## src/rtl/irq_pkg.sv

```systemverilog
// Package: shared constants and field-mapping helpers for the interrupt controller.
// Assumes five sources indexed 0..4 in priority order (0 highest).
package irq_pkg;
    localparam int NSRC  = 5;
    localparam int DW    = 8;
    localparam int NLOW  = 3;   // sources living in register 0
    localparam int VSTEP = 4;   // spacing of vector addresses

    typedef enum logic [2:0] {
        SRC_EXT  = 3'd0,
        SRC_TMR0 = 3'd1,
        SRC_TMR1 = 3'd2,
        SRC_ADC  = 3'd3,
        SRC_BUS  = 3'd4
    } src_e;

    // Register that holds the fields of source i
    function automatic logic reg_of(input int i);
        return (i >= NLOW);
    endfunction

    // Bit position of the enable of source i within its register
    function automatic int en_pos(input int i);
        return (i < NLOW) ? i + 1 : i - NLOW;
    endfunction

    // Bit position of the flag of source i within its register
    function automatic int flag_pos(input int i);
        return (i < NLOW) ? i + 4 : i + 1;
    endfunction

    // Vector address for source index
    function automatic logic [DW-1:0] vec_of(input logic [2:0] idx);
        return DW'((int'(idx) + 1) * VSTEP);
    endfunction
endpackage

```

## src/rtl/irq_fall_det.sv

```systemverilog
// Module: detects a high-to-low transition on a synchronous pin.
// Assumes the pin is already synchronous to clk; the pin idles high, so the
// history register resets to 1 and a pin held low through reset is no edge.
module irq_fall_det (
    input  logic clk,
    input  logic rst_n,
    input  logic pin,
    output logic fall
);
    logic prev_q;

    // Remember the pin level of the previous cycle
    always_ff @(posedge clk) begin
        if (!rst_n) prev_q <= 1'b1;
        else        prev_q <= pin;
    end

    assign fall = prev_q & ~pin;
endmodule

```

## src/rtl/irq_arbiter.sv

```systemverilog
// Module: fixed-priority pick among eligible requests, lowest index wins.
// Assumes req already includes every gating term; purely combinational.
module irq_arbiter #(
    parameter int N  = 5,
    localparam int IW = (N > 1) ? $clog2(N) : 1
) (
    input  logic [N-1:0]  req,
    output logic [N-1:0]  grant,
    output logic [IW-1:0] idx,
    output logic          any
);
    logic [N:0] seen;   // seen[i]: some request below index i is active

    assign seen[0] = 1'b0;
    for (genvar i = 0; i < N; i++) begin : g_chain
        assign grant[i]  = req[i] & ~seen[i];
        assign seen[i+1] = seen[i] | req[i];
    end
    assign any = seen[N];

    // Encode the one-hot grant into an index
    always_comb begin
        idx = '0;
        for (int i = 0; i < N; i++) begin
            if (grant[i]) idx = IW'(i);
        end
    end

    // never more than one winner
    always_comb begin
        p_grant_onehot_r6: assert ($onehot0(grant));
    end
endmodule

```

## src/rtl/irq_regfile.sv

```systemverilog
// Module: the two control registers (master enable, source enables, flags).
// Priorities: flag = hardware set > acknowledge clear > software write;
// master enable = acknowledge clear > return-with-enable > software write.
module irq_regfile
    import irq_pkg::*;
(
    input  logic            clk,
    input  logic            rst_n,
    input  logic [NSRC-1:0] set_evt,
    input  logic [NSRC-1:0] take,
    input  logic            ret_irq,
    input  logic            wr,
    input  logic            sel,
    input  logic [DW-1:0]   wdata,
    output logic [DW-1:0]   rdata,
    output logic            gie,
    output logic [NSRC-1:0] en,
    output logic [NSRC-1:0] flag
);
    logic            gie_q;
    logic [NSRC-1:0] en_q, flag_q;
    logic            taken;
    logic            unused_wbits;

    assign taken        = |take;
    assign unused_wbits = ^wdata;

    // Master enable update
    always_ff @(posedge clk) begin
        if (!rst_n)              gie_q <= 1'b0;
        else if (taken)          gie_q <= 1'b0;
        else if (ret_irq)        gie_q <= 1'b1;
        else if (wr && !sel)     gie_q <= wdata[0];
    end

    for (genvar i = 0; i < NSRC; i++) begin : g_src
        localparam logic R  = reg_of(i);
        localparam int   EP = en_pos(i);
        localparam int   FP = flag_pos(i);

        // Enable bit of source i, software only
        always_ff @(posedge clk) begin
            if (!rst_n)             en_q[i] <= 1'b0;
            else if (wr && sel == R) en_q[i] <= wdata[EP];
        end

        // Flag of source i with set-over-clear priority
        always_ff @(posedge clk) begin
            if (!rst_n)              flag_q[i] <= 1'b0;
            else if (set_evt[i])     flag_q[i] <= 1'b1;
            else if (take[i])        flag_q[i] <= 1'b0;
            else if (wr && sel == R) flag_q[i] <= wdata[FP];
        end

        // an event always leaves the flag set
        p_set_wins_r10: assert property (@(posedge clk) disable iff (!rst_n)
            set_evt[i] |=> flag_q[i]);
    end

    // Assemble the read view; unused bits stay 0
    always_comb begin
        rdata = '0;
        if (!sel) rdata[0] = gie_q;
        for (int i = 0; i < NSRC; i++) begin
            if (sel == reg_of(i)) begin
                rdata[en_pos(i)]   = en_q[i];
                rdata[flag_pos(i)] = flag_q[i];
            end
        end
    end

    assign gie  = gie_q;
    assign en   = en_q;
    assign flag = flag_q;

    // a return with enable, not overridden by an acknowledge, sets the enable
    p_ret_sets_gie_r9: assert property (@(posedge clk) disable iff (!rst_n)
        (ret_irq && !taken) |=> gie_q);
    // an acknowledge drops the master enable
    p_take_clears_gie_r7: assert property (@(posedge clk) disable iff (!rst_n)
        taken |=> !gie_q);
endmodule

```

## src/rtl/irq_vector_ctrl.sv

```systemverilog
// Module: top of the vectored interrupt controller with stack gating.
// Assumes all inputs are synchronous to clk; events are one-cycle strobes.
// Evaluation happens only at edges where phase is high.
module irq_vector_ctrl
    import irq_pkg::*;
(
    input  logic          clk,
    input  logic          rst_n,
    input  logic          phase,
    input  logic          ext_pin,
    input  logic          tmr0_evt,
    input  logic          tmr1_evt,
    input  logic          adc_evt,
    input  logic          bus_addr_evt,
    input  logic          bus_byte_evt,
    input  logic          stack_full,
    input  logic          ret_irq,
    input  logic          ret_plain,
    input  logic          reg_sel,
    input  logic          reg_wr,
    input  logic [DW-1:0] reg_wdata,
    output logic [DW-1:0] reg_rdata,
    output logic          ack,
    output logic [DW-1:0] vector
);
    localparam int IW = $clog2(NSRC);

    logic            ext_fall;
    logic [NSRC-1:0] set_evt, eligible, grant, take, en, flag;
    logic [IW-1:0]   win_idx;
    logic            win_any, gie;
    logic            ack_q;
    logic [DW-1:0]   vec_q;
    logic            unused_ret_plain;

    // A plain return has no effect on the controller
    assign unused_ret_plain = ret_plain;

    irq_fall_det u_fall (
        .clk   (clk),
        .rst_n (rst_n),
        .pin   (ext_pin),
        .fall  (ext_fall)
    );

    assign set_evt = {bus_addr_evt | bus_byte_evt, adc_evt, tmr1_evt, tmr0_evt, ext_fall};

    // Gate requests by phase, master enable and stack space
    assign eligible = {NSRC{phase & gie & ~stack_full}} & en & flag;

    irq_arbiter #(.N(NSRC)) u_arb (
        .req   (eligible),
        .grant (grant),
        .idx   (win_idx),
        .any   (win_any)
    );

    assign take = grant;

    irq_regfile u_regs (
        .clk     (clk),
        .rst_n   (rst_n),
        .set_evt (set_evt),
        .take    (take),
        .ret_irq (ret_irq),
        .wr      (reg_wr),
        .sel     (reg_sel),
        .wdata   (reg_wdata),
        .rdata   (reg_rdata),
        .gie     (gie),
        .en      (en),
        .flag    (flag)
    );

    // Acknowledge strobe and vector latch
    always_ff @(posedge clk) begin
        if (!rst_n) begin
            ack_q <= 1'b0;
            vec_q <= '0;
        end else begin
            ack_q <= win_any;
            if (win_any) vec_q <= vec_of(3'(win_idx));
        end
    end

    assign ack    = ack_q;
    assign vector = vec_q;

    // an acknowledge follows a phase edge
    p_ack_on_phase_r5: assert property (@(posedge clk) disable iff (!rst_n)
        ack |-> $past(phase));
    // never acknowledge when the stack had no room
    p_no_ack_full_r8: assert property (@(posedge clk) disable iff (!rst_n)
        ack |-> !$past(stack_full));
    // vector only moves with an acknowledge
    p_vec_hold_r12: assert property (@(posedge clk) disable iff (!rst_n)
        !ack |-> $stable(vector));
    // the strobe lasts one cycle since the enable drops with it
    p_ack_single_r5: assert property (@(posedge clk) disable iff (!rst_n)
        ack |=> !ack);
endmodule

```

## config.mk

```make
export PLATFORM = sky130hd
export DESIGN_NAME = irq_vector_ctrl
export DESIGN_NICKNAME = d
export VERILOG_FILES = /design/src/rtl/irq_pkg.sv /design/src/rtl/irq_fall_det.sv /design/src/rtl/irq_arbiter.sv /design/src/rtl/irq_regfile.sv /design/src/rtl/irq_vector_ctrl.sv
export SDC_FILE = /design/constraint.sdc
export NUM_CORES = 1
export LEC_CHECK = 0
export ABC_CLOCK_PERIOD_IN_PS = 1400
export BUFFER_PORTS_ARGS = -buffer_cell sky130_fd_sc_hd__buf_2
export CAP_MARGIN = 0
export CORE_MARGIN = 4
export CORE_UTILIZATION = 35
export DETAILED_ROUTE_END_ITERATION = 6
export HOLD_SLACK_MARGIN = 0.06
export SLEW_MARGIN = 20
export SYNTH_ARGS = -nofsm -noshare
export SYNTH_HDL_FRONTEND = slang
export SYNTH_SLANG_ARGS = --single-unit
```

## constraint.sdc

```tcl
create_clock -name clk -period 1.4 [get_ports clk]
set_input_delay 0.28 -clock clk [delete_from_list [all_inputs] [get_ports clk]]
set_output_delay 0.28 -clock clk [all_outputs]
set_load 0.02 [all_outputs]
```

==> impl_metrics.json <==
{
  "run_status": "finished, violations left",
  "violations_in_the_final_reports": "setup timing",
  "first_global_vias": 789,
  "cp-startpoint": "u_regs.flag[1]$_SDFFE_PN0P_",
  "clock_sink_count": 17,
  "async_reset_ff_share_pct": 0,
  "global_route.usage.total_pct": 13.6,
  "flow.area_growth_from_synthesis_pct": 35.6,
  "hold_path.startpoint": "ext_pin",
  "cts.htree.levels": 1,
  "number_of_standard_cell_rows_in_the_floorplan": 18,
  "worst-setup-path-type": "reg2out",
  "cts-root-buf": "sky130_fd_sc_hd__clkbuf_4",
  "crit_path_top_delay_cell": "sky130_fd_sc_hd__dfxtp_2",
  "timing.final.max_slew_violations": 0,
  "gr_overflow_total": 0,
  "critical-path-top-delay-family": "flip-flops",
  "ys_types": 33,
  "antenna_found_initial": 0,
  "ys_dominant_reg_cell": "sky130_fd_sc_hd__dfxtp_1",
  "critical_path_peak_fanout": 2,
  "globalplace.congestion": 0.834,
  "vias_per_cell": 4.81,
  "synthesis.instances": 94,
  "post-route-cell-area_mm2": 0.00122,
  "synth_common_cells": "17 x sky130_fd_sc_hd__dfxtp_1, 10 x sky130_fd_sc_hd__nor2b_1, 9 x sky130_fd_sc_hd__nand2_1, 7 x sky130_fd_sc_hd__mux2i_1",
  "post-route-worst-setup-slack_ps": -23.3,
  "boundary_pin_count": 39,
  "cp_common_cell": "sky130_fd_sc_hd__buf_6",
  "drt_first_pass_iters": 4,
  "placed_cells": 160,
  "core_region_area_mm2": 0.00245,
  "layout.core_utilization_pct": 49.7,
  "setup.worst_path.end_class": "output pin",
  "yosysMostFrequentCell": "sky130_fd_sc_hd__dfxtp_1",
  "finalNetCount": 161,
  "synth_area_um2": 901,
  "die-area_mm2": 0.00345,
  "grt_max_degree": 20,
  "clock_insertion_delay_worst_skew_ps": 290,
  "syn-mean-instance-area_um2": 9.58,
  "critPathRequiredTime_ps": 1120,
  "reg_to_reg_startpoint": "u_regs.flag[2]$_SDFFE_PN0P_",
  "drt_first_iter_violations": 13,
  "post_route_cells_drive_above_1_share_pct": 47.4,
  "finalNonFillerCells": 167,
  "die_width_um": 58.7,
  "worst_ep_arrival_time_ps": 1140,
  "setup_viol": 1,
  "critical_path.startpoint_type": "flip-flop",
  "diodes": 0,
  "worst_hold_slack_ps": 178,
  "report.final.hold_viol_count": 0,
  "slowest_delay_ps": 340,
  "wl_mm": 2.14,
  "fin_crit_ps": 1420,
  "finClkSkew_ps": 2.47,
  "post-route-drc-count": 0,
  "post_synth_main_area_contributors": "sky130_fd_sc_hd__dfxtp_1 38%, sky130_fd_sc_hd__mux2i_1 7.8%, sky130_fd_sc_hd__nor2b_1 6.9%, sky130_fd_sc_hd__mux2_2 6.3%, sky130_fd_sc_hd__buf_4 4.2%",
  "num-fill-cells": 251,
  "detailroute.via_count": 804,
  "rsz0062_at_grt": "yes",
  "residual_antenna_violating_net_count_after_detailed_routing": 0,
  "drv_cap": 0,
  "synth_sequential_area_ratio_pct": 37.8,
  "clk_pin_slew_ps": 100,
  "critPathBufInv": 2,
  "ir_drop_v": 0.000544,
  "netlist.area_leader.share_pct": 37.8,
  "yosys_warnings": 0,
  "post-dp-hpwl_mm": 1.63,
  "clock_tree_from_tritoncts": "yes",
  "hold_path_class": "in2reg",
  "postSynthRegisterBits": 17,
  "port_buffers": 31,
  "floorplan.initialDensity_pct": 36.7,
  "cts_made_buffers": 3,
  "power_leakage_uw": 0.000556,
  "dpl-instance-area_mm2": 0.00112,
  "worstPathCellList": "buf_6 -> mux2_4 -> buf_6",
  "cts-root-to-sink-buffers": 2,
  "grt_first_pass_wirelength_mm": 3.50,
  "wire_per_inst_um": 12.8,
  "final.period_utilization_pct": 102,
  "synth_enable_flop_cells": 0,
  "p_per_area_mw_per_mm2": 837,
  "netlist.top_cell.by_area": "sky130_fd_sc_hd__dfxtp_1",
  "maxClockFrequency_ghz": 0.703,
  "die_y_um": 58.7
}
[state kept, by name, summed over array words and instances, names as in the netlist]
register       count
ack                1
u_regs.gie         1
vector             4
u_regs.flag        5
u_regs.en          5
u_fall.prev_q      1
[per-stage QoR]
step / power (uW) / setup TNS, ps / setup slack [ps]
after floorplan: 677 / 0 / 16.7
after global placement: 740 / -13.5 / -13.5
after detailed placement: 744 / -52.0 / -52.0
after CTS: 1030 / -46.5 / -46.5
after global routing: 1080 / -137 / -76.3
final: 1020 / -23.3 / -23.3
[power breakdown]
group / switching, uW / total, uW / leakage (uW) / internal, uW
registers: 26.2 / 534 / 0.000143 / 508
logic: 109 / 227 / 0.000395 / 118
clock network: 155 / 262 / 0.0000177 / 106
total: 290 / 1020 / 0.000556 / 732
[final timing paths]
path	endpoint	slack (ps)	depth (start not counted)
setup / recovery	reg_rdata[5]	-20	3
hold / removal	u_fall.prev_q$_SDFF_PN1_	180	2
setup reg to reg	vector[4]$_SDFFE_PN0P_	10	5
hold reg to reg	vector[5]$_SDFFE_PN0P_	440	2
[cell usage in the layout, fill, tap and decap left out, drive strengths merged, types with 2 or more instances in the layout]
cell,Yosys,layout
buf,7,44
a21boi,3,3
clkbuf,2,3
a21oi,5,5
o21a,3,3
nand3,5,5
nor2,3,3
dfxtp,17,17
nor2b,10,10
conb,1,5
a31oi,2,2
mux2i,7,7
mux2,5,5
nand2,9,9
[repair_timing]
item	4_1_cts	5_1_grt
setup endpoints to repair	3	8
gates cloned	0	0
pin swaps	2	4
setup buffers	2	2
hold buffers	0	0
resized for setup	8	12
[cells by family (layout without fill, tap and decap cells)]
kind of cell,count (synthesis),count (layout),share of synthesized area (%)
other,1,5,0.416
muxes,12,12,14.0
buffers and inverters,10,49,7.22
AOI/OAI and AO/OA,22,22,20.0
and+or+nand+nor,31,31,19.2
DFF,17,17,37.8
adders and majority gates,1,1,1.39
[worst reg2reg max path, cell delays in order (launching register included)]
cell	delay (ps)
sky130_fd_sc_hd__dfxtp_4	370
sky130_fd_sc_hd__a22oi_2	270
sky130_fd_sc_hd__nand4_1	170
sky130_fd_sc_hd__ha_1	300
sky130_fd_sc_hd__mux2i_1	130
sky130_fd_sc_hd__nor2b_1	60
[routing by layer]
metal	vias up	GRT usage, %	wire length [um]
li1	410	-	-
met1	374	15.2	918
met2	18	23.5	1070
met3	2	5.48	131
met4	0	3.88	21
met5	-	0	0
[layout make-up]
| cell class | instances | area [um^2] | share of cell area (%) |
|---|---|---|---|
| clock buffer | 3 | 22.5 | 1.84 |
| clock inverter | 1 | 5.00 | 0.410 |
| inverter | 1 | 3.75 | 0.307 |
| multi-input combinational | 71 | 518 | 42.4 |
| sequential | 17 | 357 | 29.2 |
| tap | 30 | 37.5 | 3.07 |
| timing repair buffer | 44 | 278 | 22.7 |
Note: power is estimated with default switching activity, not from simulation.
